`src/rtl/spi_port.sv`:
```
module spi_port #(
  parameter int DIV_W = 4
) (
  input  logic       clk,
  input  logic       rst_n,
  input  logic [1:0] addr,
  input  logic       wr,
  input  logic       rd,
  input  logic [7:0] wdata,
  output logic [7:0] rdata,
  output logic       irq,
  output logic       sck_out,
  output logic       mosi_out,
  input  logic       miso_in,
  output logic       ss_n_out,
  input  logic       sck_in,
  input  logic       mosi_in,
  output logic       miso_out,
  input  logic       ss_n_in
);
  localparam logic [1:0] A_CTRL = 2'd0, A_STAT = 2'd1, A_DATA = 2'd2;

  logic [7:0]       shreg, rbuf, ctrl_rd, stat_rd;
  logic [2:0]       bitcnt;
  logic [DIV_W-1:0] div, cnt;
  logic ien, master, m_busy, sck_q, rxbit, rbuf_full;
  logic done, wcol, ovf, modf, ssctl;
  logic [1:0] sck_sy, ss_sy, mosi_sy;
  logic sck_prev;

  wire ss_s   = ss_sy[1];
  wire sck_s  = sck_sy[1];
  wire mosi_s = mosi_sy[1];

  wire wr_ctrl = wr & (addr == A_CTRL);
  wire wr_stat = wr & (addr == A_STAT);
  wire wr_data = wr & (addr == A_DATA);
  wire rd_data = rd & (addr == A_DATA);

  wire s_sel    = ~master & ~ss_s;
  wire busy_any = m_busy | s_sel;
  wire tick     = m_busy & (cnt == div);
  wire m_rise   = tick & ~sck_q;
  wire m_fall   = tick & sck_q;
  wire s_rise   = s_sel & sck_s & ~sck_prev;
  wire s_fall   = s_sel & ~sck_s & sck_prev;
  wire do_shift = m_fall | s_fall;
  wire complete = do_shift & (bitcnt == 3'd7);
  wire [7:0] rx_byte = {shreg[6:0], rxbit};
  wire fault    = master & ~ss_s;
  wire accept   = wr_data & ~done;
  wire load     = accept & ~busy_any;
  wire collide  = accept & busy_any;

  assign irq      = done & ien;
  assign sck_out  = sck_q;
  assign mosi_out = shreg[7];
  assign miso_out = shreg[7];
  assign ss_n_out = ~(master & ssctl & m_busy);

  always_comb begin
    ctrl_rd = '0;
    ctrl_rd[7] = ien;
    ctrl_rd[6] = master;
    ctrl_rd[DIV_W-1:0] = div;
    stat_rd = {done, wcol, ovf, modf, ssctl, 3'b000};
    case (addr)
      A_CTRL:  rdata = ctrl_rd;
      A_STAT:  rdata = stat_rd;
      A_DATA:  rdata = rbuf;
      default: rdata = '0;
    endcase
  end

  always_ff @(posedge clk or negedge rst_n) begin
    if (!rst_n) begin
      sck_sy <= '0; ss_sy <= 2'b11; mosi_sy <= '0; sck_prev <= 1'b0;
    end else begin
      sck_sy <= {sck_sy[0], sck_in};
      ss_sy <= {ss_sy[0], ss_n_in};
      mosi_sy <= {mosi_sy[0], mosi_in};
      sck_prev <= sck_s;
    end
  end

  always_ff @(posedge clk or negedge rst_n) begin
    if (!rst_n) begin
      m_busy <= 1'b0; sck_q <= 1'b0; cnt <= '0;
      rxbit <= 1'b0; shreg <= '0; bitcnt <= '0;
    end else begin
      if (fault) begin
        m_busy <= 1'b0; sck_q <= 1'b0;
      end else if (load && master) begin
        m_busy <= 1'b1; sck_q <= 1'b0; cnt <= '0;
      end else if (m_busy) begin
        if (tick) begin
          cnt <= '0;
          sck_q <= ~sck_q;
          if (complete) m_busy <= 1'b0;
        end else cnt <= cnt + 1'b1;
      end
      if (m_rise) rxbit <= miso_in;
      else if (s_rise) rxbit <= mosi_s;
      if (load) shreg <= wdata;
      else if (do_shift) shreg <= rx_byte;
      if (load || (!master && ss_s)) bitcnt <= '0;
      else if (do_shift) bitcnt <= bitcnt + 1'b1;
    end
  end

  always_ff @(posedge clk or negedge rst_n) begin
    if (!rst_n) begin
      done <= 1'b0; wcol <= 1'b0; ovf <= 1'b0; modf <= 1'b0; ssctl <= 1'b0;
      rbuf <= '0; rbuf_full <= 1'b0; ien <= 1'b0; master <= 1'b0; div <= '0;
    end else begin
      done <= complete | (done & ~(wr_stat & ~wdata[7]));
      wcol <= collide  | (wcol & ~(wr_stat & ~wdata[6]));
      ovf  <= (complete & (rbuf_full | ovf)) | (ovf & ~(wr_stat & ~wdata[5]));
      modf <= fault    | (modf & ~(wr_stat & ~wdata[4]));
      if (wr_stat) ssctl <= wdata[3];
      if (complete && !rbuf_full && !ovf) begin
        rbuf <= rx_byte; rbuf_full <= 1'b1;
      end else if (rd_data) rbuf_full <= 1'b0;
      if (wr_ctrl) begin
        ien <= wdata[7];
        div <= wdata[DIV_W-1:0];
      end
      if (fault) master <= 1'b0;
      else if (wr_ctrl) master <= wdata[6];
    end
  end

  assert_done_after_last_bit_R2: assert property (@(posedge clk) disable iff (!rst_n)
    complete |=> done);
  assert_blocked_write_R4: assert property (@(posedge clk) disable iff (!rst_n)
    (wr_data && done && !m_busy) |=> !m_busy);
  assert_collision_flag_R5: assert property (@(posedge clk) disable iff (!rst_n)
    (wr_data && !done && m_busy) |=> (wcol && $stable(bitcnt) || $past(do_shift)));
  assert_frozen_buffer_R6: assert property (@(posedge clk) disable iff (!rst_n)
    ovf |=> $stable(rbuf));
  assert_fault_demotes_R7: assert property (@(posedge clk) disable iff (!rst_n)
    (master && !ss_s) |=> (modf && !master && !m_busy));
  assert_no_sck_as_slave_R8: assert property (@(posedge clk) disable iff (!rst_n)
    (!master && !m_busy) |=> !sck_out);
endmodule

```
`config.mk`:
```
export PLATFORM = sky130hd
export DESIGN_NAME = spi_port
export DESIGN_NICKNAME = d
export VERILOG_FILES = /design/src/rtl/spi_port.sv
export SDC_FILE = /design/constraint.sdc
export NUM_CORES = 1
export LEC_CHECK = 0
export BUFFER_PORTS_ARGS = -buffer_cell sky130_fd_sc_hd__buf_2
export CORE_ASPECT_RATIO = 1.25
export CORE_MARGIN = 2
export CORE_UTILIZATION = 63
export CTS_BUF_LIST = sky130_fd_sc_hd__clkbuf_8
export CTS_CLUSTER_DIAMETER = 120
export DETAILED_ROUTE_END_ITERATION = 6
export PLACE_DENSITY = 0.87
export SLEW_MARGIN = 20
export SYNTH_ARGS = -nofsm -noshare
export SYNTH_HDL_FRONTEND = slang
export SYNTH_SLANG_ARGS = --single-unit
```
`constraint.sdc`:
```
create_clock -name clk -period 4 [get_ports clk]
set_input_delay 1.2 -clock clk [delete_from_list [all_inputs] [get_ports clk]]
set_output_delay 1.2 -clock clk [all_outputs]
set_load 0.01 [all_outputs]
```
* Word level (Yosys, flattened, before mapping) *
Cells that the tools add are included.

storage, ports and cells
  register bits after elaboration = 45
  input bits = 18
  logic and storage cells = 121

operators by class
  add/subtract/negate cells = 2
  equal/unequal tests = 4
  mux-type cells = 23
  bitwise gates (word level) = 53
  reduce and logical (&&, ||, !) cells = 19

operators with widths
  operator               number
  $and A1 B1 Y1          29
  $pmux W8 S3            1
  $not A1 Y1             17
  $mux W8                2
  $mux W1                15
  $mux W4                3
  $reduce_bool A2 Y1     6
  $or A1 B1 Y1           7
  $mux W3                2
  $reduce_bool A3 Y1     2
  $add A4 B1 Y4 const B  1
  $eq A4 B4 Y1           1
  $logic_and A1 B1 Y1    4
  $reduce_and A2 Y1      2
  $add A3 B1 Y3 const B  1
  $eq A3 B3 Y1 const B   1
  $logic_not A1 Y1       3
  $eq A2 B1 Y1 const B   1
  $eq A2 B2 Y1 const B   1
  $logic_not A2 Y1       1
  $logic_or A1 B1 Y1     1

* Longest topological paths before layout *
Gate-level depths: netlist of run 1.

  depth in word-level cells = 11
  gate-level depth with buffers = 6
  mapped depth without buffers = 5

* Worst setup path before layout of run 1 *
OpenSTA, ideal clock, no wires.

  path type = input-to-output
  start point = input addr[1]
  end point = output rdata[4]
  data arrival time = 2.007 ns
  path slack = 0.793 ns
  stages = 3
  path buffers = 1
  path through = clkbuf_1 -> nor2b_1 -> a22o_1

between the ends
  word-level cells in the longest chain between the ends = 2
  elaborated cells on any way between the ends = 4
  classes of those cells = 2 x eq/ne; 1 x mux; 1 x reduce/logical

RTL lines
  element                                     RTL line  text
  start: declaration                          6         input logic [1:0] addr,
  $eq A2 B2 Y1, or another cell as far along  67        case (addr)
  $pmux W8 S3 (*)                             67
  end: declaration                            10        output logic [7:0] rdata,

Mark *: on every way between the ends. The rest lies on a longest branch, timed or not.

* Worst setup path in the final report of run 1 *
  start point = input addr[0]
  end point = output rdata[3]

The elaborated chain is that of the path after synthesis.

==> flow_summary.json, run 1 <==
{
  "outcome": "completed",
  "initial_core_util": 0.6557,
  "wl_per_cell_um": 17.40,
  "crit_type": "input pin to output pin",
  "syn_avg_cell_area_um2": 11.14,
  "crit_required_ns": 2.80,
  "rsz0062_at_grt": "false",
  "yosys_warnings": 0,
  "switching_share": 0.3270,
  "holdCritPathClass": "flop to flop",
  "synth.distinct_cells": 35,
  "maxCapViolCount": 0,
  "syn-cell-area_um2": 2095,
  "areaGrowthSynthToFinish_pct": 11.41,
  "final.setup_skew_ns": 0.01277,
  "io_buffers": 30,
  "worst-slew-pin-transition_ns": 0.9646,
  "setup_viol": 0,
  "cp.arrival_ns": 2.13,
  "synth_xor_area_frac": 0.02091,
  "synth_compound_area_frac": 0.09976,
  "nFillCells": 231,
  "hold_buffers": 0,
  "cp-endpoint": "rdata[3]",
  "syn_nets": 209,
  "fin_setup_tns_ns": 0,
  "use_met3": 0.05671,
  "grtUsageMet1": 0.2713,
  "cts_htree_levels": 2,
  "slew_violations": 0,
  "p_per_area_nw_per_um2": 510.9,
  "cts_buffer_depth": 2,
  "grt_pass1_vias": 1604,
  "path_clk_slew_ns": 0.07,
  "postLayoutCellArea_um2": 2333,
  "slew-limit-headroom": 0.3570,
  "regToRegEndpoint": "rbuf[2]$_DFFE_PN0P_",
  "yosys.area_share.simple": 0.1320,
  "critPathLaunchType": "input pin",
  "fin_crit_sh": 0.8321,
  "cts_tree": "done",
  "cp-startpoint": "addr[0]",
  "synth_edf_count": 0,
  "worstPathMaxFanout": 11,
  "end_kind": "output pin",
  "drc_errors": 0,
  "ys_ff_latch": 45,
  "die_y_um": 68.47,
  "io_pins": 31,
  "power.leakage_nw": 1.111,
  "place_inst": 248,
  "finalHoldViolations": 0,
  "dp.final_hpwl_mm": 3.247,
  "synthMuxAreaShare": 0.1613,
  "final_util": 0.7305,
  "fin_cells": 254,
  "ant_nets": 0,
  "synthAdderAreaFrac": 0.01792,
  "synthCells": 188,
  "final_nets": 239,
  "busiest_layer": "met2",
  "seqPwrFrac": 0.550,
  "antenna_found_initial": 0,
  "row_count": 23,
  "cts_resized": 0,
  "drt_iter0_drc": 64,
  "dr.pass1.iters": 4,
  "overflow": 0,
  "final-seq-area_um2": 1129,
  "dieWidth_um": 55.57,
  "ir_drop_mv": 0.3622,
  "p_switching_mw": 0.3898,
  "clockPowerShare": 0.215,
  "ys_async_sr_fraction": 1.000,
  "clock.fmax_mhz": 300.4,
  "core-area_um2": 3194,
  "timing.rr.start": "cnt[0]$_DFFE_PN0P_",
  "p_int_mw": 0.8024,
  "met2_usage": 0.4435,
  "cts.sinks": 45,
  "track_usage": 0.2505,
  "r2r_cells": 5,
  "routed_wl_mm": 4.420,
  "grt_pass1_wl_mm": 7.031,
  "grt_max_degree": 46,
  "comb_power_share": 0.235,
  "rrSetupSlack_ns": 1.98,
  "detail_route.vias_per_cell": 6.051,
  "ys_seq_area_frac": 0.5388,
  "drive_gt1_frac": 0.2212,
  "root_buffer": "clkbuf_8",
  "clkLatencyLatePin_ns": 0.30,
  "dieArea_um2": 3805,
  "n_antenna_cell": 0,
  "min_period_ns": 3.328,
  "routabilityCongestion": 0.8769,
  "cts_setup_buffers": 0,
  "dpl_cell_area_um2": 2256,
  "cts_made_buffers": 5,
  "yosys_most_used_dff": "dfrtp_1",
  "via_count": 1537,
  "multiInputGateArea_um2": 908.4,
  "synth_top_family_by_area": "multiplexers"
}
-- final cells by class --
class | count | area share
Timing Repair Buffer | 31 | 0.06756
Sequential cell | 45 | 0.4836
Inverter | 5 | 0.008043
Clock buffer | 5 | 0.02949
Tap cell | 37 | 0.01984
Multi-Input combinational cell | 130 | 0.3893
Clock inverter | 1 | 0.002145
-- sequential cells by signal, summed over array words and instances, names as in the netlist --
| register | flops |
|---|---|
| div | 4 |
| mosi_sy | 2 |
| done | 1 |
| ss_sy | 2 |
| rbuf_full | 1 |
| wcol | 1 |
| rbuf | 8 |
| ssctl | 1 |
| master | 1 |
| shreg | 8 |
| modf | 1 |
| sck_out | 1 |
| ien | 1 |
| bitcnt | 3 |
| ovf | 1 |
| sck_sy | 2 |
| cnt | 4 |
| m_busy | 1 |
| rxbit | 1 |
| sck_prev | 1 |
-- worst min path at each step --
stage / from / end / slack [ns] / depth (start not counted)
5_1_grt: mosi_sy[0]$_DFF_PN0_ / mosi_sy[1]$_DFF_PN0_ / 0.36 / 0
4_1_cts: mosi_sy[0]$_DFF_PN0_ / mosi_sy[1]$_DFF_PN0_ / 0.35 / 0
6_report: mosi_sy[0]$_DFF_PN0_ / mosi_sy[1]$_DFF_PN0_ / 0.35 / 0
2_1_floorplan: mosi_sy[0]$_DFF_PN0_ / mosi_sy[1]$_DFF_PN0_ / 0.33 / 0
3_3_place_gp: sck_sy[0]$_DFF_PN0_ / sck_sy[1]$_DFF_PN0_ / 0.33 / 0
3_5_place_dp: mosi_sy[0]$_DFF_PN0_ / mosi_sy[1]$_DFF_PN0_ / 0.34 / 0
-- layout by cell type, fill, tap and decap left out, types with 2 or more instances in the layout --
cell type and instances:
nand3_1 7, dfrtp_1 43, buf_2 30, ha_1 3, nor2b_1 3, a21oi_1 9, nand2_1 14, xnor2_1 5
mux2_1 8, mux2i_1 18, dfstp_2 2, inv_1 5, clkbuf_8 5, nor2_1 20, o21ai_1 2, a22o_1 2
and3_1 2, nand2b_1 3, o21ai_0 11, nand3b_1 3, mux2_2 6
-- power groups by stage --
stage                     clock network, mW  registers [mW]  logic (mW)
after floorplan                           0           0.629       0.211
after global placement                    0           0.651       0.262
after detailed placement                  0           0.660       0.281
after CTS                             0.259           0.653       0.283
after global routing                  0.279           0.665       0.315
final                                 0.256           0.656       0.281
-- metrics by stage --
stage | hold slack (ns) | worst slack, ns | power, mW
2_1_floorplan | 0.3312 | 0.7927 | 0.8395
3_3_place_gp | 0.3346 | 0.7507 | 0.9125
3_5_place_dp | 0.3426 | 0.6775 | 0.9410
4_1_cts | 0.3550 | 0.6752 | 1.194
5_1_grt | 0.3571 | 0.5759 | 1.259
6_report | 0.3502 | 0.6716 | 1.192
-- kinds of logic (layout without fill, tap and decap cells) --
logic type / after synthesis / in the layout
flip-flops: 45 / 45
adder cells (fa/ha/maj): 3 / 3
AND/OR/NAND/NOR: 57 / 57
XOR/XNOR: 5 / 5
AO/OA/AOI/OAI: 33 / 33
buffers and inverters: 13 / 42
multiplexers: 32 / 32
-- per-layer routing --
metal / routed length, um / vias to the layer above
met5: 0 / -
met4: 169 / 0
met3: 210 / 19
met2: 2241 / 61
met1: 1799 / 744
li1: - / 713
-- cells in the mapped netlist (4+ instances only) --
cell type,instances,share of area
mux2_2,6,0.032
inv_1,5,0.0090
dfrtp_1,43,0.51
nand3_1,7,0.017
nor2_1,20,0.036
a21oi_1,9,0.022
mux2i_1,18,0.086
nand2_1,14,0.025
o21ai_0,11,0.026
xnor2_1,5,0.021
mux2_1,8,0.043
clkbuf_1,4,0.0072
-- worst max-delay path: stages --
cell     delay, ns
buf_2         0.20
nor2b_1       0.38
nand2_1       0.08
o21ai_0       0.10
buf_2         0.17
(Power assumes the default switching activity.)
==> inputs of run 2 (changes only) <==
--- a/config.mk
+++ b/config.mk
@@ -8,11 +8,11 @@
 export BUFFER_PORTS_ARGS = -buffer_cell sky130_fd_sc_hd__buf_2
 export CORE_ASPECT_RATIO = 1.25
 export CORE_MARGIN = 2
-export CORE_UTILIZATION = 63
+export CORE_UTILIZATION = 53
 export CTS_BUF_LIST = sky130_fd_sc_hd__clkbuf_8
 export CTS_CLUSTER_DIAMETER = 120
 export DETAILED_ROUTE_END_ITERATION = 6
-export PLACE_DENSITY = 0.87
+export PLACE_DENSITY = 0.78
 export SLEW_MARGIN = 20
 export SYNTH_ARGS = -nofsm -noshare
 export SYNTH_HDL_FRONTEND = slang
==> constraint.sdc (replaced) <==
create_clock -name clk -period 2.9 [get_ports clk]
set_input_delay 0.87 -clock clk [delete_from_list [all_inputs] [get_ports clk]]
set_output_delay 0.87 -clock clk [all_outputs]
set_load 0.01 [all_outputs]
==> run 2 against run 1 <==
  * Setup slack got worse by 0.41 ns
  * Combinational power rose by 32%
  * Register-to-register slack got worse by 1.7 ns
  * Clock power rose by 54%
  * Sequential cell count did not move
  * Largest power group unchanged
==> flow_summary.json, run 2 (synthesis gave the netlist of run 1 again) <==
{
  "routabilityCongestion": 0.8827,
  "drive_gt1_frac": 0.2308,
  "core-area_um2": 3785,
  "n_antenna_cell": 0,
  "clkLatencyLatePin_ns": 0.30,
  "io_pins": 31,
  "critPathLaunchType": "input pin",
  "row_count": 25,
  "fin_setup_tns_ns": 0,
  "hold_start": "sck_sy[0]$_DFF_PN0_",
  "grt_max_degree": 18,
  "drc_errors": 0,
  "end_kind": "output pin",
  "dr.pass1.iters": 4,
  "io_buffers": 30,
  "outcome": "completed",
  "crit_type": "input pin to output pin",
  "final_util": 0.6314,
  "power.leakage_nw": 1.128,
  "cts_resized": 0,
  "via_count": 1466,
  "cts_tree": "done",
  "ir_drop_mv": 0.4325,
  "routed_wl_mm": 4.072,
  "wl_met3_um": 137,
  "postLayoutCellArea_um2": 2390,
  "top_layer": "met4",
  "grt_pass1_wl_mm": 6.561,
  "route.met2.wl_mm": 1.965,
  "cp-startpoint": "addr[1]",
  "final_nets": 241,
  "timing.rr.start": "div[3]$_DFFE_PN0P_",
  "top_regs": "rbuf (8), shreg (8)",
  "p_per_area_nw_per_um2": 696.9,
  "worst-slew-pin-transition_ns": 0.8592,
  "wl_met1_mm": 1.907,
  "grt_pass1_vias": 1417,
  "drt_iter0_drc": 41,
  "antenna_found_initial": 0,
  "track_usage": 0.2029,
  "holdCritPathClass": "flop to flop",
  "detail_route.vias_per_cell": 5.331,
  "finalHoldViolations": 0,
  "dieWidth_um": 60.23,
  "cts_setup_buffers": 0,
  "ant_nets": 0,
  "root_buffer": "clkbuf_8",
  "slew_violations": 0,
  "path_clk_slew_ns": 0.07,
  "worstPathMaxFanout": 11,
  "cts_htree_levels": 2,
  "initial_core_util": 0.5534,
  "cp.arrival_ns": 1.77,
  "rsz0062_at_grt": "false",
  "dieArea_um2": 4474,
  "cts_buffer_depth": 2,
  "dpl_cell_area_um2": 2292,
  "cts_made_buffers": 5,
  "slew-limit-headroom": 0.4272,
  "clock.fmax_mhz": 378.5,
  "crit_required_ns": 2.03,
  "min_period_ns": 2.642,
  "cts.sinks": 45,
  "maxCapViolCount": 0,
  "final_cell_mix": "dfrtp_1 (43), buf_2 (30), nor2_1 (20)",
  "die_y_um": 74.29,
  "setup_viol": 0,
  "hold_buffers": 0,
  "wl_per_cell_um": 14.81,
  "final.setup_skew_ns": 0.01188,
  "dp.final_hpwl_mm": 3.084,
  "areaGrowthSynthToFinish_pct": 14.10,
  "overflow": 0,
  "fin_crit_sh": 0.9110,
  "layout.cells.most_common": "dfrtp_1"
}
run 2: cell count changes in the layout (fill, tap and decap cells not counted):
| cell | before | now |
|---|---|---|
| clkbuf_8 | 5 | 6 |
| clkinv_2 | 1 | 0 |
| clkinvlp_4 | 0 | 1 |
| buf_4 | 1 | 3 |
| inv_1 | 5 | 6 |
run 2: through the flow:
step           setup WS [ns]  hold slack (ns)  power (mW)  cells
6_report              0.2581           0.3558       1.665    275
5_1_grt               0.1259           0.3675       1.781    275
4_1_cts               0.2629           0.3585       1.685    275
3_5_place_dp          0.2665           0.3405       1.288    267
3_3_place_gp          0.2973           0.3317       1.273    267
2_1_floorplan         0.3527           0.3312       1.158    188
run 2: critical path, stage by stage:
cell and delay [ns]:
buf_2 0.19, nor2b_1 0.37, nand2_1 0.10, o21ai_0 0.08
buf_2 0.15
run 2: final timing paths:
path                                             to  cells after the start  slack, ns
worst max-delay path                       rdata[6]                      5       0.26
worst max register to register  rbuf[5]$_DFFE_PN0P_                      5       0.29
worst min register to register  sck_sy[1]$_DFF_PN0_                      0       0.36
worst min-delay path            sck_sy[1]$_DFF_PN0_                      0       0.36
max in group asynchronous            modf$_DFF_PN0_                      2       1.90
min in group asynchronous             ovf$_DFF_PN0_                      1       0.47
run 2: power by group:
part | internal [mW] | switching [mW]
logic | 0.184 | 0.188
clock network | 0.190 | 0.204
registers | 0.764 | 0.136
run 2: layout make-up:
class                      instances  area (um^2)
clock buffer                       6        82.58
tap                               54        67.56
sequential                        45         1129
inverter                           5        18.77
timing repair buffer              33        172.7
fill                             341         1395
multi-input combinational        130        908.4
clock inverter                     2        11.26
run 2: layer usage:
metal / vias up / GRT usage
li1: 721 / -
met2: 29 / 0.3176
met5: - / 0
met4: 0 / 0.07654
met1: 710 / 0.2715
met3: 6 / 0.05217
==> inputs of run 3 (changes only) <==
--- a/config.mk
+++ b/config.mk
@@ -6,6 +6,7 @@
 export NUM_CORES = 1
 export LEC_CHECK = 0
 export BUFFER_PORTS_ARGS = -buffer_cell sky130_fd_sc_hd__buf_2
+export CAP_MARGIN = 20
 export CORE_ASPECT_RATIO = 1.25
 export CORE_MARGIN = 2
 export CORE_UTILIZATION = 53
@@ -13,6 +14,7 @@
 export CTS_CLUSTER_DIAMETER = 120
 export DETAILED_ROUTE_END_ITERATION = 6
 export PLACE_DENSITY = 0.78
+export RECOVER_POWER = 100
 export SLEW_MARGIN = 20
 export SYNTH_ARGS = -nofsm -noshare
 export SYNTH_HDL_FRONTEND = slang
==> run 3 against run 2 <==
  * Global-route usage did not move
  * Maximum frequency shrank 0.84%
  * Combinational power fell by 3%
  * Critical endpoint unchanged
==> flow_summary.json, run 3 (synthesis gave the netlist of run 1 again) <==
{
  "routed_wl_mm": 4.077,
  "layout.cells.most_common": "dfrtp_1",
  "row_count": 25,
  "crit_type": "input pin to output pin",
  "slew_violations": 0,
  "core-area_um2": 3785,
  "final_nets": 241,
  "io_pins": 31,
  "cts_htree_levels": 2,
  "dieWidth_um": 60.23,
  "ir_drop_mv": 0.4307,
  "final-seq-area_um2": 1129,
  "drt_iter0_drc": 48,
  "setup_viol": 0,
  "track_usage": 0.2029,
  "finalHoldViolations": 0,
  "n_antenna_cell": 0,
  "routabilityCongestion": 0.8827,
  "cts_resized": 0,
  "critPathLaunchType": "input pin",
  "clock.fmax_mhz": 375.4,
  "die_y_um": 74.29,
  "worstPathMaxFanout": 11,
  "dp.final_hpwl_mm": 3.084,
  "drive_gt1_frac": 0.1448,
  "p_per_area_nw_per_um2": 702.6,
  "top_regs": "rbuf (8), shreg (8)",
  "crit_required_ns": 2.03,
  "outcome": "completed",
  "end_kind": "output pin",
  "cts_buffer_depth": 2,
  "grt_pass1_wl_mm": 6.561,
  "grt_max_degree": 18,
  "clkLatencyLatePin_ns": 0.30,
  "antenna_found_initial": 0,
  "initial_core_util": 0.5534,
  "overflow": 0,
  "final.setup_skew_ns": 0.01210,
  "maxCapViolCount": 0,
  "dieArea_um2": 4474,
  "cts_made_buffers": 5,
  "grt_pass1_vias": 1417,
  "fin_crit_sh": 0.9187,
  "hold_buffers": 0,
  "cp.arrival_ns": 1.79,
  "nFillCells": 345,
  "drc_errors": 0,
  "power.leakage_nw": 1.067,
  "path_clk_slew_ns": 0.07,
  "areaGrowthSynthToFinish_pct": 12.31,
  "min_period_ns": 2.664,
  "io_buffers": 30,
  "holdCritPathClass": "flop to flop",
  "cts_setup_buffers": 0,
  "detail_route.vias_per_cell": 5.378,
  "cts.sinks": 45,
  "slew-limit-headroom": 0.1672,
  "final_cell_mix": "dfrtp_1 (43), nor2_1 (20), mux2i_1 (18)",
  "root_buffer": "clkbuf_8",
  "worst-slew-pin-transition_ns": 1.241,
  "via_count": 1479,
  "multiInputGateArea_um2": 899.6,
  "fin_setup_tns_ns": 0,
  "rsz0062_at_grt": "false",
  "cts_tree": "done",
  "dr.pass1.iters": 4,
  "ant_nets": 0,
  "wl_per_cell_um": 14.83,
  "power_mw": 1.653
}
[run 3: cell types whose count changed in the layout (fill, tap and decap cells not counted), sizes merged]
cell	change
buf	-17
clkbuf	+17
[run 3: metal layers]
metal | vias to the layer above | part of all wire | track usage
li1 | 720 | - | -
met1 | 719 | 0.46 | 0.2715
met2 | 33 | 0.48 | 0.3176
met3 | 7 | 0.042 | 0.05217
met4 | 0 | 0.014 | 0.07654
met5 | - | 0 | 0
[run 3: stage by stage]
step | utilization | hold WS, ns | worst slack [ns] | area [um^2] | cells
floorplan | - | 0.3312 | 0.3527 | 2095 | 188
global placement | 0.6056 | 0.3317 | 0.2973 | 2292 | 267
detailed placement | 0.6056 | 0.3405 | 0.2665 | 2292 | 267
CTS | 0.6304 | 0.3585 | 0.2629 | 2386 | 275
global route | 0.6215 | 0.3675 | 0.1258 | 2352 | 275
finish | 0.6215 | 0.3557 | 0.2358 | 2352 | 275
[run 3: power breakdown]
part           total (mW)  internal [mW]  switching [mW]
combinational       0.361          0.173           0.188
sequential          0.898          0.764           0.134
clock               0.394          0.190           0.203
total                1.65           1.13           0.526
[run 3: worst paths after layout]
path,from,to,slack [ns],cells past startpoint
max,addr[1],rdata[6],0.24,5
max reg2reg,div[3]$_DFFE_PN0P_,rbuf[5]$_DFFE_PN0P_,0.29,5
min reg2reg,sck_sy[0]$_DFF_PN0_,sck_sy[1]$_DFF_PN0_,0.36,0
min in group asynchronous,rst_n,ovf$_DFF_PN0_,0.63,1
max in group asynchronous,rst_n,modf$_DFF_PN0_,1.02,2
min,sck_sy[0]$_DFF_PN0_,sck_sy[1]$_DFF_PN0_,0.36,0
[run 3: worst max-delay path, stage by stage]
cell	delay [ns]
buf_2	0.19
nor2b_1	0.37
nand2_1	0.10
o21ai_0	0.09
clkbuf_1	0.17
[run 3: cell type report]
| class | count | area share |
|---|---|---|
| clock buffers | 6 | 0.03511 |
| clock inverters | 2 | 0.004787 |
| inverters | 5 | 0.007979 |
| multi-input cells | 130 | 0.3824 |
| flip-flops and latches | 45 | 0.4798 |
| well taps | 54 | 0.02872 |
| repair buffers | 33 | 0.06117 |
